File: src/rtl/bridge_irq_pkg.sv
package bridge_irq_pkg;
  localparam int RAW_W     = 32;
  localparam int DMA_DONE_W = 8;
  localparam int DMA_ERR_W  = 8;
  localparam int ERR_EVT_W  = 8;
  localparam int INTX_W     = 4;
  localparam int HI_EVT_W   = 4;
  localparam int ERR_LSB    = DMA_DONE_W + DMA_ERR_W;
  localparam int INTX_LSB   = ERR_LSB + ERR_EVT_W;
  localparam int HI_LSB     = INTX_LSB + INTX_W;
  localparam int EVT_W      = ERR_EVT_W + 1 + HI_EVT_W;
  localparam logic [3:0] OFFS_ENABLE  = 4'h0;
  localparam logic [3:0] OFFS_PENDING = 4'h4;

  typedef enum logic [1:0] {
    SEL_NONE    = 2'd0,
    SEL_ENABLE  = 2'd1,
    SEL_PENDING = 2'd2
  } reg_sel_e;
endpackage

File: src/rtl/irq_status_bank.sv
module irq_status_bank #(
  parameter int W = 32
) (
  input  logic         clk,
  input  logic         rst,
  input  logic [W-1:0] set_i,
  input  logic [W-1:0] clr_i,
  output logic [W-1:0] pend_o
);
  logic [W-1:0] pend_q;

  for (genvar b = 0; b < W; b++) begin : g_bit
    always_ff @(posedge clk) begin
      if (rst)
        pend_q[b] <= 1'b0;
      else if (set_i[b])
        pend_q[b] <= 1'b1;
      else if (clr_i[b])
        pend_q[b] <= 1'b0;
    end
  end

  assign pend_o = pend_q;


  set_latches_chk: assert property (@(posedge clk) disable iff (rst)
    (|set_i) |=> ((pend_q & $past(set_i)) == $past(set_i)));


  clear_takes_chk: assert property (@(posedge clk) disable iff (rst)
    (|(clr_i & ~set_i)) |=> ((pend_q & $past(clr_i & ~set_i)) == '0));


  no_spurious_set_chk: assert property (@(posedge clk) disable iff (rst)
    !rst |=> ((pend_q & ~$past(pend_q) & ~$past(set_i)) == '0));
endmodule

File: src/rtl/irq_event_compress.sv
module irq_event_compress
  import bridge_irq_pkg::*;
(
  input  logic             clk,
  input  logic             rst,
  input  logic [RAW_W-1:0] pend_i,
  output logic [EVT_W-1:0] evt_o
);
  logic [EVT_W-1:0] evt_d;
  logic [EVT_W-1:0] evt_q;

  for (genvar e = 0; e < ERR_EVT_W; e++) begin : g_err
    assign evt_d[e] = pend_i[ERR_LSB + e];
  end

  assign evt_d[ERR_EVT_W] = |pend_i[INTX_LSB +: INTX_W];

  for (genvar h = 0; h < HI_EVT_W; h++) begin : g_hi
    assign evt_d[ERR_EVT_W + 1 + h] = pend_i[HI_LSB + h];
  end

  always_ff @(posedge clk) begin
    if (rst) evt_q <= '0;
    else     evt_q <= evt_d;
  end

  assign evt_o = evt_q;


  dma_bits_silent_chk: assert property (@(posedge clk) disable iff (rst)
    ($past(pend_i[INTX_LSB-1:ERR_LSB]) == '0 && $past(pend_i[INTX_LSB +: INTX_W]) == '0
     && $past(pend_i[HI_LSB +: HI_EVT_W]) == '0 && !$past(rst)) |-> (evt_q == '0));
endmodule

File: src/rtl/irq_line_reduce.sv
module irq_line_reduce #(
  parameter int W     = 32,
  parameter int GRP_W = 8
) (
  input  logic         clk,
  input  logic         rst,
  input  logic [W-1:0] pend_i,
  input  logic [W-1:0] en_i,
  output logic         irq_o
);
  localparam int N_GRP = (W + GRP_W - 1) / GRP_W;
  localparam int PAD_W = N_GRP * GRP_W;

  logic [PAD_W-1:0] live;
  logic [N_GRP-1:0] grp_hit;
  logic             irq_q;

  assign live = PAD_W'(pend_i & en_i);

  for (genvar g = 0; g < N_GRP; g++) begin : g_grp
    assign grp_hit[g] = |live[g*GRP_W +: GRP_W];
  end

  always_ff @(posedge clk) begin
    if (rst) irq_q <= 1'b0;
    else     irq_q <= |grp_hit;
  end

  assign irq_o = irq_q;


  irq_needs_live_chk: assert property (@(posedge clk) disable iff (rst)
    irq_q |-> ($past((pend_i & en_i) != '0) && !$past(rst)));


  irq_drops_chk: assert property (@(posedge clk) disable iff (rst)
    ((pend_i & en_i) == '0) |=> !irq_q);
endmodule

File: src/rtl/bridge_irq_ctrl.sv
module bridge_irq_ctrl
  import bridge_irq_pkg::*;
#(
  parameter int ADDR_W = 4,
  parameter int GRP_W  = 8
) (
  input  logic              clk,
  input  logic              rst,
  input  logic [RAW_W-1:0]  hw_evt_i,
  input  logic              req_valid_i,
  input  logic              req_write_i,
  input  logic [ADDR_W-1:0] req_addr_i,
  input  logic [RAW_W-1:0]  req_wdata_i,
  output logic              rsp_valid_o,
  output logic [RAW_W-1:0]  rsp_rdata_o,
  output logic              irq_o,
  output logic [EVT_W-1:0]  evt_vec_o
);
  reg_sel_e         sel;
  logic [RAW_W-1:0] en_q;
  logic [RAW_W-1:0] pend;
  logic [RAW_W-1:0] clr_vec;
  logic             rsp_valid_q;
  logic [RAW_W-1:0] rsp_rdata_q;

  always_comb begin
    if (req_addr_i == ADDR_W'(OFFS_ENABLE))       sel = SEL_ENABLE;
    else if (req_addr_i == ADDR_W'(OFFS_PENDING)) sel = SEL_PENDING;
    else                                           sel = SEL_NONE;
  end

  assign clr_vec = (req_valid_i && req_write_i && sel == SEL_PENDING) ? req_wdata_i : '0;

  always_ff @(posedge clk) begin
    if (rst)
      en_q <= '0;
    else if (req_valid_i && req_write_i && sel == SEL_ENABLE)
      en_q <= req_wdata_i;
  end

  always_ff @(posedge clk) begin
    if (rst) begin
      rsp_valid_q <= 1'b0;
      rsp_rdata_q <= '0;
    end else begin
      rsp_valid_q <= req_valid_i && !req_write_i;
      case (sel)
        SEL_ENABLE:  rsp_rdata_q <= en_q;
        SEL_PENDING: rsp_rdata_q <= pend;
        default:     rsp_rdata_q <= '0;
      endcase
    end
  end

  assign rsp_valid_o = rsp_valid_q;
  assign rsp_rdata_o = rsp_rdata_q;

  irq_status_bank #(.W(RAW_W)) u_bank (
    .clk    (clk),
    .rst    (rst),
    .set_i  (hw_evt_i),
    .clr_i  (clr_vec),
    .pend_o (pend)
  );

  irq_event_compress u_comp (
    .clk    (clk),
    .rst    (rst),
    .pend_i (pend),
    .evt_o  (evt_vec_o)
  );

  irq_line_reduce #(.W(RAW_W), .GRP_W(GRP_W)) u_line (
    .clk    (clk),
    .rst    (rst),
    .pend_i (pend),
    .en_i   (en_q),
    .irq_o  (irq_o)
  );


  rsp_follows_read_chk: assert property (@(posedge clk) disable iff (rst)
    rsp_valid_q |-> ($past(req_valid_i && !req_write_i) && !$past(rst)));


  enable_write_chk: assert property (@(posedge clk) disable iff (rst)
    (req_valid_i && req_write_i && req_addr_i == ADDR_W'(OFFS_ENABLE)) |=> (en_q == $past(req_wdata_i)));


  enable_hold_chk: assert property (@(posedge clk) disable iff (rst)
    !(req_valid_i && req_write_i && req_addr_i == ADDR_W'(OFFS_ENABLE)) |=> $stable(en_q));
endmodule

File: config.mk
export PLATFORM = sky130hd
export DESIGN_NAME = bridge_irq_ctrl
export DESIGN_NICKNAME = d
export VERILOG_FILES = /design/src/rtl/bridge_irq_pkg.sv /design/src/rtl/irq_status_bank.sv /design/src/rtl/irq_event_compress.sv /design/src/rtl/irq_line_reduce.sv /design/src/rtl/bridge_irq_ctrl.sv
export SDC_FILE = /design/constraint.sdc
export NUM_CORES = 1
export LEC_CHECK = 0
export CAP_MARGIN = 20
export CORE_UTILIZATION = 45
export CTS_CLUSTER_DIAMETER = 120
export DETAILED_ROUTE_END_ITERATION = 8
export PLACE_DENSITY = 0.77
export RECOVER_POWER = 50
export SYNTH_ARGS = -nofsm -noshare
export SYNTH_HDL_FRONTEND = slang
export SYNTH_SLANG_ARGS = --single-unit
File: constraint.sdc
create_clock -name clk -period 3 [get_ports clk]
set_input_delay 0.3 -clock clk [delete_from_list [all_inputs] [get_ports clk]]
set_output_delay 0.3 -clock clk [all_outputs]
set_load 0.05 [all_outputs]
==> out/results.tsv <==
stage	metric	value	unit
outcome	status	finished, final reports clean	
logic_synthesis	most numerous cell in the Yosys netlist	dfxtp_1	
cts	clock-pin slew on the worst setup and hold paths	0.11	ns
logic_synthesis	Synth top area share	0.541	
detailed_routing	vias	3745	
die	die height	97.6	um
worst_setup_path	FF-to-FF End	u_line.irq_o$_SDFF_PP0_	
worst_setup_path	slowest CP cell	clkbuf_2	
worst_setup_path	Setup CP Type	primary input to register	
die	Core Box Area	0.00876	mm^2
layout	Fill cells	748	
die	initial core utilization	0.469	
hold_path	hold-critical path endpoint	u_comp.evt_o[11]$_SDFF_PP0_	
die	Die ar.	0.00952	mm^2
placed_design	DP Wirelength	7350	um
global_route	vias in the first global route	3670	
logic_synthesis	Mapped Cells	446	
sta	Slew HR	0.0939	
sta	Final WS setup	0.766	ns
cts	CTS H-tree depth	3	
flow_run	Max Cap Viol	0	
hold_path	worst hold path class	register to register	
logic_synthesis	Area contributors post-synth	dfxtp_1 54%, a22oi_1 8.8%, o21a_1 5.8%, a31oi_1 4.9%, nor2_1 3.9%	
logic_synthesis	EDFF count, synth	0	
power_and_ir_drop	Max VDD drop	0.221	mV
logic_synthesis	Synth Flop Type	dfxtp_1	
sta	final hold vios	0	
hold_path	min-delay src	u_bank.pend_o[30]$_SDFFE_PP0P_	
logic_synthesis	synthesized area	0.00411	mm^2
power_and_ir_drop	Lkg Pwr	0.00195	uW
detailed_routing	initial DRC count	221	
worst_setup_path	CP Data Arrival Time	2.52	ns
sta	RSZ-0062 raised after global routing	no	
detailed_routing	drt pass-1 iters	5	
logic_synthesis	sequential area share after synthesis	0.541	
sta	Slew Viols, Final	0	
cts	CTS sink count	111	
cts	TritonCTS buffer count	9	
sta	TNS Setup	0	ns
logic_synthesis	post-synthesis net count	518	
global_route	largest net degree at the start of global routing	65	
hold_path	hold path cells	2	
global_route	antenna violations before repair	0	
sta	final setup violation count	0	
cts	CTS root buf	clkbuf_8	
logic_synthesis	top cells by count, synth	111 x dfxtp_1, 48 x a22oi_1, 43 x nor2_1, 33 x inv_1	
worst_setup_path	FF-to-FF path depth	3	
die	Row Count	34	
logic_synthesis	Yosys reg bits	111	
cts	CTS Hold Bufs	0	
global_route	first-pass GRT wire length	18400	um
global_route	gr usage total	0.242	
logic_synthesis	yosys synthesis warning count	0	
worst_setup_path	R2R setup slack	1.76	ns
detailed_routing	wire length per cell	17.1	um
worst_setup_path	Setup crit start kind	primary input	
cts	CTS max path bufs	2	
sta	skew final	0.0127	ns
placed_design	port bufs	118	
layout	Syn-to-layout area delta	33.8	%
cts	Skew-Pair Late Insertion Delay	0.37	ns
worst_setup_path	RR Startpoint	u_bank.pend_o[0]$_SDFFE_PP0P_	
cts	CTS resizes	0	
placed_design	GP Congestion	0.844	
detailed_routing	Post-route DRC	0	
sta	Final Critical Period	2.23	ns
worst_setup_path	WP buf/inv	2	
worst_setup_path	CP Data Required Time	3.29	ns
cts	TritonCTS clock tree	done	
logic_synthesis	Post-synth ARST share	0	
sta	Tightest Pin Transition	1.36	ns
logic_synthesis	synthesized area per cell	9.21	um^2
worst_setup_path	CP peak stage delay	1.04	ns
die	Boundary Pins	119	
worst_setup_path	worst-path maximum fanout	64	
cts	Post-CTS Setup Repair Bufs	0	
layout	share of cells above drive strength 1	0.0492	
power_and_ir_drop	pwr dens	501	mW/mm^2
logic_synthesis	cell accounting for the most synthesized area	dfxtp_1	
sta	Period Utilization, post-route	0.745	
sta	Max Fclk	448	MHz
detailed_routing	post-route ant nets	0	
detailed_routing	Via density	5.70	
worst_setup_path	CP cell instances	clkdlybuf4s50_1 > nor4_4 > clkbuf_2 > nand3_1 > a21oi_1	
worst_setup_path	crit end category	register	
layout	ant diodes	0	
global_route	gr ovfl total	0	
worst_setup_path	cell family with most CP delay	buffers and inverters	
layout	nets@finish	616	
logic_synthesis	number of library cell types mapped by synthesis	27	
die	Die X	97.6	um
detailed_routing	Post-Route WL	11200	um
placed_design	post-place setup slack	0.907	ns
-- state kept, by name, indices dropped and copies added (netlist names) --
register,flops
rsp_valid_o,1
rsp_rdata_o,32
u_bank.pend_o,32
en_q,32
u_line.irq_o,1
u_comp.evt_o,13
-- layer usage --
metal | track usage | up-vias | wire length, um
met4 | 0.0690 | 0 | 176
li1 | - | 1788 | -
met3 | 0.0518 | 16 | 863
met1 | 0.333 | 1773 | 4910
met5 | 0 | - | 0
met2 | 0.381 | 168 | 5260
-- stage by stage --
step | cells | util | total power (uW) | hold WS, ns | area [um^2]
2_1_floorplan | 446 | - | 1750 | 0.376 | 4110
3_3_place_gp | 640 | 0.603 | 1920 | 0.468 | 5290
3_5_place_dp | 640 | 0.603 | 1920 | 0.477 | 5290
4_1_cts | 656 | 0.625 | 2770 | 0.361 | 5480
5_1_grt | 657 | 0.627 | 2870 | 0.488 | 5500
6_report | 657 | 0.627 | 2750 | 0.482 | 5500
-- layout by cell type, fill, tap and decap left out, drive strengths merged --
cell	instances
nor4b	1
a21oi	32
nand4	4
dfxtp	111
nor3b	1
a22oi	48
a41oi	1
nand2	1
clkbuf	15
and2	1
nor2b	1
a31oi	32
nor4	1
clkdlybuf4s50	116
dlygate4sd3	1
nor2	43
nand3	32
o21ai	32
inv	35
buf	4
o41a	1
o21a	32
or4	1
clkinvlp	3
-- worst max-delay path by stage --
| stage | from | endpoint | slack, ns | cells past startpoint |
|---|---|---|---|---|
| after floorplan | req_addr_i[1] | en_q[11]$_SDFFE_PP0P_ | 1.63 | 4 |
| after global placement | req_write_i | en_q[22]$_SDFFE_PP0P_ | 0.91 | 4 |
| after detailed placement | req_valid_i | en_q[10]$_SDFFE_PP0P_ | 0.91 | 4 |
| after CTS | rsp_rdata_o[14]$_SDFF_PP0_ | rsp_rdata_o[14] | 1.15 | 1 |
| after global routing | req_addr_i[1] | en_q[21]$_SDFFE_PP0P_ | 0.60 | 5 |
| final | req_addr_i[1] | en_q[1]$_SDFFE_PP0P_ | 0.77 | 5 |
-- final cells by class --
| cell class | instances | area (um^2) | share of cell area |
|---|---|---|---|
| flip-flops and latches | 111 | 2220 | 0.404 |
| inverters | 33 | 124 | 0.0225 |
| repair buffers | 125 | 1260 | 0.230 |
| multi-input cells | 264 | 1560 | 0.284 |
| well taps | 108 | 135 | 0.0246 |
| clock inverters | 5 | 40.0 | 0.00728 |
| clock buffers | 11 | 151 | 0.0275 |
-- where the power goes --
part | total [uW] | switching [uW] | internal (uW)
registers | 1560 | 36.7 | 1520
clock network | 857 | 503 | 354
logic | 338 | 180 | 158
total | 2750 | 720 | 2030
-- tightest hold or removal path: stages (launching register included) --
cell and delay (ns):
dfxtp_1 0.34, inv_1 0.07, nor2_1 0.05
-- cell families after synthesis --
kind of cell / Yosys count / synth area share
buffers and inverters: 71 / 0.0813
flip-flops: 111 / 0.541
AO/OA/AOI/OAI: 178 / 0.278
AND/OR/NAND/NOR: 86 / 0.100
Note: power is estimated with default switching activity, not from simulation.
